--- src/rtl/idx_win_pkg.sv ---
`timescale 1ns/1ps
package idx_win_pkg;
    localparam int unsigned OFS_W = 2;
    localparam logic [OFS_W-1:0] OFS_MODE = 2'd0;
    localparam logic [OFS_W-1:0] OFS_PA   = 2'd1;
    localparam logic [OFS_W-1:0] OFS_PB   = 2'd2;
    localparam logic [OFS_W-1:0] OFS_DATA = 2'd3;
    localparam int unsigned MODE_ADV_BIT = 1;
    localparam int unsigned MODE_SWAP_BIT = 0;

    typedef struct packed {
        logic wr_mode;
        logic wr_pa;
        logic wr_pb;
        logic data_wr;
        logic data_rd;
        logic any_rd;
    } win_dec_t;
endpackage

--- src/rtl/idx_win_decode.sv ---
`timescale 1ns/1ps
module idx_win_decode
    import idx_win_pkg::*;
(
    input  logic             host_sel,
    input  logic             host_wr,
    input  logic [OFS_W-1:0] host_ofs,
    output win_dec_t         dec
);
    always_comb begin
        dec         = '0;
        dec.any_rd  = host_sel && !host_wr;
        dec.wr_mode = host_sel && host_wr && (host_ofs == OFS_MODE);
        dec.wr_pa   = host_sel && host_wr && (host_ofs == OFS_PA);
        dec.wr_pb   = host_sel && host_wr && (host_ofs == OFS_PB);
        dec.data_wr = host_sel && host_wr && (host_ofs == OFS_DATA);
        dec.data_rd = host_sel && !host_wr && (host_ofs == OFS_DATA);
    end
endmodule

--- src/rtl/idx_win_ptr.sv ---
`timescale 1ns/1ps
module idx_win_ptr
    import idx_win_pkg::*;
#(
    parameter int unsigned DATA_W = 8
) (
    input  logic                clk,
    input  logic                rst_n,
    input  logic                wr_mode,
    input  logic                wr_pa,
    input  logic                wr_pb,
    input  logic                data_acc,
    input  logic [DATA_W-1:0]   wdata,
    output logic [2*DATA_W-1:0] ptr,
    output logic                adv,
    output logic                swap,
    output logic [DATA_W-1:0]   pa_byte,
    output logic [DATA_W-1:0]   pb_byte
);
    localparam int unsigned PTR_W = 2 * DATA_W;

    typedef struct packed {
        logic [PTR_W-1:0] ptr;
        logic             adv;
        logic             swap;
    } ptr_state_t;

    ptr_state_t s_d, s_q;

    always_comb begin
        s_d = s_q;
        if (wr_mode) begin
            s_d.adv  = wdata[MODE_ADV_BIT];
            s_d.swap = wdata[MODE_SWAP_BIT];
        end
        if (wr_pa) begin
            if (s_q.swap) s_d.ptr[DATA_W-1:0]     = wdata;
            else          s_d.ptr[PTR_W-1:DATA_W] = wdata;
        end
        if (wr_pb) begin
            if (s_q.swap) s_d.ptr[PTR_W-1:DATA_W] = wdata;
            else          s_d.ptr[DATA_W-1:0]     = wdata;
        end
        if (data_acc && s_q.adv) begin
            s_d.ptr = s_q.ptr + 1'b1;
        end
    end

    always_ff @(posedge clk or negedge rst_n) begin
        if (!rst_n) s_q <= '0;
        else        s_q <= s_d;
    end

    assign ptr     = s_q.ptr;
    assign adv     = s_q.adv;
    assign swap    = s_q.swap;
    assign pa_byte = s_q.swap ? s_q.ptr[DATA_W-1:0] : s_q.ptr[PTR_W-1:DATA_W];
    assign pb_byte = s_q.swap ? s_q.ptr[PTR_W-1:DATA_W] : s_q.ptr[DATA_W-1:0];

    p_advance_r7: assert property (@(posedge clk) disable iff (!rst_n)
        data_acc && adv |=> ptr == $past(ptr) + 1'b1);
    p_wrap_r8: assert property (@(posedge clk) disable iff (!rst_n)
        data_acc && adv && (ptr == '1) |=> ptr == '0);
    p_hold_r9: assert property (@(posedge clk) disable iff (!rst_n)
        data_acc && !adv |=> $stable(ptr));
endmodule

--- src/rtl/idx_win_port.sv ---
`timescale 1ns/1ps
module idx_win_port
    import idx_win_pkg::*;
#(
    parameter int unsigned DATA_W = 8
) (
    input  logic                clk,
    input  logic                rst_n,
    input  logic                host_sel,
    input  logic                host_wr,
    input  logic [1:0]          host_ofs,
    input  logic [DATA_W-1:0]   host_wdata,
    output logic [DATA_W-1:0]   host_rdata,
    output logic                host_rvalid,
    output logic                mem_req,
    output logic                mem_we,
    output logic [2*DATA_W-1:0] mem_addr,
    output logic [DATA_W-1:0]   mem_wdata,
    input  logic [DATA_W-1:0]   mem_rdata
);
    localparam int unsigned PTR_W = 2 * DATA_W;

    typedef struct packed {
        logic              valid;
        logic              from_mem;
        logic [DATA_W-1:0] byte_v;
    } rd_state_t;

    win_dec_t          dec;
    logic [PTR_W-1:0]  ptr;
    logic              adv, swap;
    logic [DATA_W-1:0] pa_byte, pb_byte;
    rd_state_t         r_d, r_q;

    idx_win_decode u_dec (
        .host_sel (host_sel),
        .host_wr  (host_wr),
        .host_ofs (host_ofs),
        .dec      (dec)
    );

    idx_win_ptr #(.DATA_W(DATA_W)) u_ptr (
        .clk      (clk),
        .rst_n    (rst_n),
        .wr_mode  (dec.wr_mode),
        .wr_pa    (dec.wr_pa),
        .wr_pb    (dec.wr_pb),
        .data_acc (dec.data_wr || dec.data_rd),
        .wdata    (host_wdata),
        .ptr      (ptr),
        .adv      (adv),
        .swap     (swap),
        .pa_byte  (pa_byte),
        .pb_byte  (pb_byte)
    );

    always_comb begin
        r_d          = '0;
        r_d.valid    = dec.any_rd;
        r_d.from_mem = dec.data_rd;
        case (host_ofs)
            OFS_MODE: begin
                r_d.byte_v[MODE_ADV_BIT]  = adv;
                r_d.byte_v[MODE_SWAP_BIT] = swap;
            end
            OFS_PA:  r_d.byte_v = pa_byte;
            OFS_PB:  r_d.byte_v = pb_byte;
            default: r_d.byte_v = '0;
        endcase
    end

    always_ff @(posedge clk or negedge rst_n) begin
        if (!rst_n) r_q <= '0;
        else        r_q <= r_d;
    end

    assign mem_req     = dec.data_wr || dec.data_rd;
    assign mem_we      = dec.data_wr;
    assign mem_addr    = ptr;
    assign mem_wdata   = host_wdata;
    assign host_rvalid = r_q.valid;
    assign host_rdata  = r_q.from_mem ? mem_rdata : r_q.byte_v;

    p_read_answer_r11: assert property (@(posedge clk) disable iff (!rst_n)
        host_sel && !host_wr |=> host_rvalid);
    p_no_answer_on_write_r11: assert property (@(posedge clk) disable iff (!rst_n)
        host_sel && host_wr |=> !host_rvalid);
    p_mem_return_r6: assert property (@(posedge clk) disable iff (!rst_n)
        mem_req && !mem_we |=> host_rvalid && (host_rdata == mem_rdata));
    p_write_req_r5: assert property (@(posedge clk) disable iff (!rst_n)
        mem_req && mem_we |-> host_sel && host_wr && (host_ofs == OFS_DATA));
endmodule

--- config.mk ---
export PLATFORM = sky130hd
export DESIGN_NAME = idx_win_port
export DESIGN_NICKNAME = d
export VERILOG_FILES = /design/src/rtl/idx_win_pkg.sv /design/src/rtl/idx_win_decode.sv /design/src/rtl/idx_win_ptr.sv /design/src/rtl/idx_win_port.sv
export SDC_FILE = /design/constraint.sdc
export NUM_CORES = 1
export LEC_CHECK = 0
export ABC_AREA = 1
export BUFFER_PORTS_ARGS = -buffer_cell sky130_fd_sc_hd__buf_2
export CAP_MARGIN = 30
export CORE_ASPECT_RATIO = 1.2
export CORE_MARGIN = 5
export CORE_UTILIZATION = 54
export CTS_CLUSTER_DIAMETER = 30
export CTS_CLUSTER_SIZE = 10
export DETAILED_ROUTE_END_ITERATION = 16
export GPL_ROUTABILITY_DRIVEN = 0
export GPL_TIMING_DRIVEN = 1
export PLACE_DENSITY_LB_ADDON = 0.25
export SLEW_MARGIN = 10
export SYNTH_ARGS = -nofsm -noshare
export SYNTH_HDL_FRONTEND = slang
export SYNTH_SLANG_ARGS = --single-unit
--- constraint.sdc ---
create_clock -name clk -period 1.9 [get_ports clk]
set_input_delay 0.19 -clock clk [delete_from_list [all_inputs] [get_ports clk]]
set_output_delay 0.19 -clock clk [all_outputs]
set_load 0.01 [all_outputs]
Word level (Yosys, flattened, before mapping). Index checks and enable logic that the tools add are counted.

Register bits after elaboration: 28. Input bits: 22. Output and inout bits: 35. Logic and storage cells: 33.

Add/sub/neg operators: 1. Equal/unequal tests: 3. Muxes and demuxes: 12. Reduce and logical (&&, ||, !) cells: 11.

Operators by type and width (count): 8-bit 2-to-1 mux (7); 16-bit 2-to-1 mux (3); 16-bit by 1-bit adder with 16-bit output (second input constant) (1); 6-bit one-hot mux with 2 select lines (1); 1-bit logical AND (8); 2-bit one-hot mux with 3 select lines (1); 2-bit equality test (second input constant) (2); 2-bit by 1-bit equality test with 1-bit output (second input constant) (1); 2-bit zero test (1); 1-bit zero test (1); 1-bit logical OR (1).

Longest topological paths before layout. Gate-level depths: netlist of the first run.

Depth in word-level cells: 6. Gate-level depth with buffers: 10. Depth with buffers taken out: 10.

By module. From an unflattened synthesis of the first run, not the netlist that was laid out.

Cells, all modules: 318. Area total of the unflattened synthesis: 2090.8 um^2.

By module, submodules not included: idx_win_ptr (times used 1, cells each 219, area an instance 1406.3 um^2); idx_win_port (times used 1, cells each 84, area an instance 625.6 um^2); idx_win_decode (times used 1, cells each 15, area an instance 58.8 um^2).

Least setup slack after synthesis of the first run. No wires, ideal clock.

Path type: flip-flop to flip-flop. From: register u_ptr.s_q (netlist bit u_ptr.ptr[0]). To: register u_ptr.s_q (netlist bit u_ptr.ptr[10]). Library setup time: 116 ps. Arrival: 1312 ps. Required time: 1784 ps. Path slack: 472 ps. Cell stages (with the launch flop): 9. Buffers on the path: 0. Cell sequence: dfrtp_1 ha_1 nand3_1 nor2_4 nand2_1 nand2_1 nand2_1 nand2_1 nand2_1.

RTL lines: start: declaration (line idx_win_ptr.sv:28) `ptr_state_t s_d, s_q;`; start signal: assignment (line idx_win_ptr.sv:50) `if (!rst_n) s_q <= '0;`; start signal: assignment (line idx_win_ptr.sv:51) `else s_q <= s_d;`.

==> metrics.cfg, run 1 <==
[clocking]
hold_buffers=1
root_buffer=clkbuf_8
post-cts-setup-buffers=0
cts.sinks=28
cts_made_buffers=3
clock_latency_ns=0.29
path_clk_slew_ns=0.10
post_cts_resized=0
cts_tree=yes
cts_buffer_depth=2
cts_htree_levels=1

[global_routing]
grt_max_degree=35
grt-ovfl-total=0
grt_usage_pct=23.2
grt_pass1_wl_mm=9.84
grt_pass1_vias=2153
antenna_found_initial=0

[pwr]
p_per_area_nw_per_um2=1050
p_leak_nw=1.44
switching_share_pct=46.7
combPwrFrac_pct=47.5
vdd_drop_max_mv=0.766
p_switching_mw=1.25
power_frac_seq_pct=37.8
p_clk_share_pct=14.7
internal_power_mw=1.43

[setup_path]
crit_required_ns=2.08
cp_slowest_cell=dfrtp_1
cpMostUsedCell=nand2_1
critical_path_class=reg2reg
worstReg2RegStart=u_ptr.ptr[1]
start_kind=register
crit_chain=ha_1 > nand3_1 > nor2_4 > nand2_1 > nand2_1 > nand2_1 > nand2_1 > nand2_1
crit_fanout=7
ff2ff_path_depth=8
r2r-end=u_ptr.ptr[10]
end_kind=register
arrival_ns=1.77
critPathMaxStageDelay_ns=0.46
rrSetupSlack_ns=0.31

[synth]
synth.ff_latch_count=28
yosysWarnings=0
ys_types=27
yosysTopAreaCell=dfrtp_1
yosysSeqAreaShare_pct=31.1
synthesis.area_sq_um=2250
synthCells=341
synth_area_leaders=dfrtp_1 31%, nand2_1 19%, nand3_1 9.6%
synth_top_area_share_pct=31.1
avgSynthCellArea_sq_um=6.60
synth_fp_nets=370

[final_layout]
fillers=375
drive_gt1_share_pct=21.2
diodes=0
finalNetCount=417
area_growth_pct=13.6

[min_path]
holdCritPathClass=in2reg
hold_start=host_sel
hold_end=host_rvalid
worstHoldPathCells=3

[sta]
slew_viol_final=0
finalSetupViolations=0
hold_slack_ns=0.188
fin_crit_sh_pct=83.6
finalHoldViolCount=0
relSlewSlack_pct=57.4
rsz0062_at_grt=false
finClkSkew_ns=0.00544
setup_ws_ns=0.312
worst_pin_slew_ns=0.639
tns_ns=0
fmax_mhz=630
post-route-min-period_ns=1.59

[detailed_routing]
num_vias=2351
routedWlPerCell_um=13.7
remaining_drc_errors=0
routed_wl_mm=6.02
drt-pass1-iter-count=5
met2WireLength_mm=2.91
wl_met1_mm=2.43
met3WireLength_um=563
route.top_layer_used=met4
ant_nets=0
viasPerCell=5.33
drt-initial-drc-count=244

[placement]
io_buffer_count=56
place_hpwl_mm=4.64
place_ws_ns=0.240

[run]
drv_cap=0

[floorplanning]
io_pins=57
core_sq_um=3970
num_rows=25
dieArea_sq_um=5560
start_util_pct=56.7
dieHeight_um=80.7
die_w_um=68.9

[status]
status=finished, final reports clean

[Yosys cell counts]
| master | number |
|---|---|
| o21ai_2 | 1 |
| buf_4 | 9 |
| a21oi_2 | 1 |
| a221oi_1 | 1 |
| a21oi_1 | 13 |
| clkbuf_1 | 2 |
| dfrtp_1 | 28 |
| nor2_1 | 19 |
| or2_2 | 1 |
| o21ai_0 | 22 |
| nand4_1 | 3 |
| buf_6 | 3 |
| nand2_1 | 115 |
| nor3_1 | 1 |
| inv_2 | 1 |
| o221ai_1 | 1 |
| nand3_1 | 43 |
| xor2_1 | 4 |
| nor2_4 | 3 |
| inv_1 | 42 |
| o211ai_1 | 2 |
| ha_1 | 7 |
| nand2_2 | 3 |
| o21ai_1 | 3 |
| buf_2 | 4 |
| mux2_2 | 8 |
| nor2_2 | 1 |
[worst max path at each step]
stage / startpoint / endpoint / slack, ns / cells past startpoint
after floorplan: u_ptr.ptr[0] / u_ptr.ptr[10] / 0.47 / 8
after global placement: host_ofs[0] / u_ptr.ptr[3] / 0.27 / 9
after detailed placement: host_ofs[0] / u_ptr.ptr[3] / 0.24 / 9
after CTS: u_ptr.ptr[1] / u_ptr.ptr[10] / 0.32 / 8
after global routing: u_ptr.ptr[1] / u_ptr.ptr[10] / 0.18 / 8
final: u_ptr.ptr[1] / u_ptr.ptr[10] / 0.31 / 8
[worst max-delay path, delay by kind of cell, from the launching register on]
family / cells / cell delay, ns
flops: 1 / 0.46
simple gates: 7 / 0.80
fa+ha+maj: 1 / 0.23
[final cells by class]
cell class                 instances  area (sq um)  share of cell area [%]
clock buffer                       4          55.1                    2.15
inverter                          43           161                    6.31
multi-input combinational        252          1260                    49.3
sequential                        28           701                    27.4
tap                               54          67.6                    2.64
timing repair buffer              60           313                    12.2
[per-stage QoR]
step / instances / utilization [%] / power, mW / cell area [sq um]
detailed placement: 436 / 62.7 / 2.27 / 2490
floorplan: 341 / - / 1.83 / 2250
global route: 441 / 64.4 / 2.91 / 2560
finish: 441 / 64.4 / 2.68 / 2560
global placement: 436 / 62.7 / 2.26 / 2490
CTS: 441 / 64.4 / 2.67 / 2560
[sequential cells by signal, indices dropped and copies added (netlist names)]
register and cells:
host_rvalid 1, r_q 9, u_ptr.adv 1, u_ptr.ptr 16
u_ptr.swap 1
[cell usage in the layout (no fill, tap or decap)]
| cell | count |
|---|---|
| dlygate4sd3_1 | 1 |
| nor2_2 | 1 |
| nor2_4 | 3 |
| a21oi_2 | 1 |
| nand2_2 | 3 |
| mux2_2 | 8 |
| o21ai_1 | 3 |
| nand2_1 | 115 |
| nand3_1 | 43 |
| buf_4 | 3 |
| inv_2 | 1 |
| nor3_1 | 1 |
| o21ai_0 | 22 |
| nand4_1 | 3 |
| a221oi_1 | 1 |
| nor2_1 | 19 |
| buf_2 | 56 |
| xor2_1 | 4 |
| o221ai_1 | 1 |
| a21oi_1 | 13 |
| or2_2 | 1 |
| inv_1 | 42 |
| o21ai_2 | 1 |
| ha_1 | 7 |
| clkbuf_8 | 4 |
| o211ai_1 | 2 |
| dfrtp_1 | 28 |
[cell families after synthesis]
kind of cell	share of synthesized area, %
AO/OA/AOI/OAI	10.7
XOR/XNOR	1.56
adder cells (fa/ha/maj)	3.89
buffers and inverters	12.9
flip-flops	31.1
multiplexers	4.00
AND/OR/NAND/NOR	35.9
[metal layers]
layer	GRT usage, %	vias to the layer above
met3	2.52	10
met2	39.4	125
met5	0	-
met4	8.97	0
li1	-	1172
met1	29.6	1044
[power by group through the flow]
stage          Clock [mW]  Sequential (mW)  Combinational (mW)
2_1_floorplan           0             1.03               0.799
5_1_grt             0.423             1.05                1.44
4_1_cts             0.398             1.01                1.27
6_report            0.394             1.01                1.27
3_3_place_gp            0             1.01                1.25
3_5_place_dp            0             1.02                1.25
(Power assumes the default switching activity.)
==> inputs of run 2 (changes only) <==
--- a/config.mk
+++ b/config.mk
@@ -10,7 +10,7 @@
 export CAP_MARGIN = 30
 export CORE_ASPECT_RATIO = 1.2
 export CORE_MARGIN = 5
-export CORE_UTILIZATION = 54
+export CORE_UTILIZATION = 48
 export CTS_CLUSTER_DIAMETER = 30
 export CTS_CLUSTER_SIZE = 10
 export DETAILED_ROUTE_END_ITERATION = 16
==> constraint.sdc (replaced) <==
create_clock -name clk -period 1.45 [get_ports clk]
set_input_delay 0.145 -clock clk [delete_from_list [all_inputs] [get_ports clk]]
set_output_delay 0.145 -clock clk [all_outputs]
set_load 0.01 [all_outputs]
==> run 2 against run 1 <==
Via count rose by 2.4%; power up 38%; die area rose by 11%; global-route usage decreased by 2.2 points; hold slack worse by 0.048 ns; first-iteration DRC count shrank 33%; largest power group unchanged.
==> metrics.cfg, run 2 (synthesis results as in run 1) <==
[status]
status=finished, final reports clean

[setup_path]
critPathMaxStageDelay_ns=0.47  ; about the same
cp_slowest_cell=dfrtp_2
arrival_ns=1.25  ; -0.52 ns
rrSetupSlack_ns=0.11  ; -0.20 ns
crit_chain=mux2_2 > buf_2
start_kind=register
critical_path_class=reg2out
crit_required_ns=1.31  ; -0.77 ns
crit_fanout=8  ; +1
end_kind=primary output

[clocking]
cts_buffer_depth=2  ; unchanged
cts_tree=yes
cts_htree_levels=1  ; unchanged
cts_made_buffers=3  ; unchanged
post-cts-setup-buffers=0  ; unchanged
cts.sinks=28  ; unchanged
clock_latency_ns=0.28  ; about the same
path_clk_slew_ns=0.10  ; about the same
root_buffer=clkbuf_8

[detailed_routing]
viasPerCell=5.19  ; -2.7%
drt-pass1-iter-count=5  ; unchanged
drt-initial-drc-count=163  ; -33%
remaining_drc_errors=0  ; unchanged
routedWlPerCell_um=13.5  ; -1.1%
ant_nets=0  ; unchanged
num_vias=2408  ; +2.4%
routed_wl_mm=6.27  ; +4.1%

[sta]
fmax_mhz=719
worst_pin_slew_ns=0.663  ; +0.0235 ns
post-route-min-period_ns=1.39
fin_crit_sh_pct=95.9
setup_ws_ns=0.0596  ; -0.252 ns
hold_slack_ns=0.139  ; -0.0482 ns
slew_viol_final=0  ; unchanged
rsz0062_at_grt=false
finalSetupViolations=0  ; unchanged
tns_ns=0  ; unchanged
relSlewSlack_pct=55.8  ; -1.6 points
finalHoldViolCount=0  ; unchanged
finClkSkew_ns=0.00282  ; -0.00262 ns

[final_layout]
diodes=0  ; unchanged
mostFrequentLayoutCells=115 x nand2_1, 56 x buf_2, 42 x inv_1, 42 x nand3_1, 25 x dfrtp_1
drive_gt1_share_pct=26.1  ; +4.9 points
post-route-util_pct=60.3  ; -4.1 points
layout.cells.non_filler=464  ; +5.2%
largest_register_ffs=16  ; unchanged
area_growth_pct=22.1
final_common_cell=nand2_1
finalNetCount=436  ; +4.6%

[global_routing]
grt_pass1_vias=2290  ; +6.4%
antenna_found_initial=0  ; unchanged
grt_usage_pct=21.0  ; -2.2 points
grt_pass1_wl_mm=10.4  ; +5.8%
grt_max_degree=36  ; +2.9%
grt-ovfl-total=0  ; unchanged

[floorplanning]
num_rows=27  ; +8.0%
die_w_um=72.5  ; +5.2%
dieArea_sq_um=6160  ; +11%
start_util_pct=49.4  ; -7.3 points
io_pins=57  ; unchanged
core_sq_um=4560  ; +15%
dieHeight_um=85.0  ; +5.3%

[placement]
place_hpwl_mm=4.85  ; +4.6%
placed_cells=459  ; +5.3%
place_ws_ns=-0.0325  ; -0.272 ns
io_buffer_count=56  ; unchanged

[pwr]
p_leak_nw=1.54  ; +6.5%
vdd_drop_max_mv=0.717  ; -6.4%
p_per_area_nw_per_um2=1340  ; +28%

[run]
drv_cap=0  ; unchanged

[min_path]
holdCritPathClass=in2reg

-- run 2: cell types whose count changed in the layout (fill, tap and decap cells not counted), sizes merged --
cell | previous run | this run
buf | 59 | 78
-- run 2: what timing repair did --
item                       CTS  global route
pin swaps                    1             1
resized for setup            2             5
hold buffers                 1             0
hold endpoints to repair    28             0
setup endpoints to repair   11             4
-- run 2: path summary, 6_finish.rpt --
check	from	endpoint	cells past startpoint
worst max-delay path	r_q[8]	host_rdata[0]	2
worst min-delay path	host_sel	host_rvalid	3
worst max register to register	u_ptr.ptr[8]	u_ptr.ptr[13]	7
worst min register to register	u_ptr.adv	u_ptr.adv	2
max in group asynchronous	rst_n	r_q[8]	2
min in group asynchronous	rst_n	u_ptr.ptr[1]	2
-- run 2: metal layers --
metal | global-route usage, % | up-vias | share of wire, %
met5 | 0 | - | 0
met1 | 27.0 | 1104 | 40
met4 | 6.38 | 0 | 0.85
met2 | 36.8 | 90 | 50
li1 | - | 1209 | -
met3 | 2.13 | 5 | 8.9
-- run 2: where the power goes --
group          switching [mW]  internal, mW  leakage [nW]
Combinational            1.11         0.760          1.17
Clock                   0.270         0.244        0.0288
Sequential              0.294          1.01         0.337
-- run 2: final cells by class --
| class | instances | area, sq um |
|---|---|---|
| multi-input cells | 252 | 1270 |
| clock buffers | 4 | 55.1 |
| repair buffers | 79 | 480 |
| fillers | 444 | 1810 |
| inverters | 43 | 161 |
| flip-flops and latches | 28 | 704 |
| well taps | 58 | 72.6 |
-- run 2: stage by stage --
stage | area [sq um] | total power [mW]
floorplan | 2250 | 2.39
global placement | 2670 | 3.10
detailed placement | 2670 | 3.14
CTS | 2740 | 3.67
global route | 2750 | 4.00
finish | 2750 | 3.69
-- run 2: critical path: cells and delay by family (launching register included) --
family,cells,cell delay (ns)
flops,1,0.47
buf+inv,1,0.14
mux,1,0.35
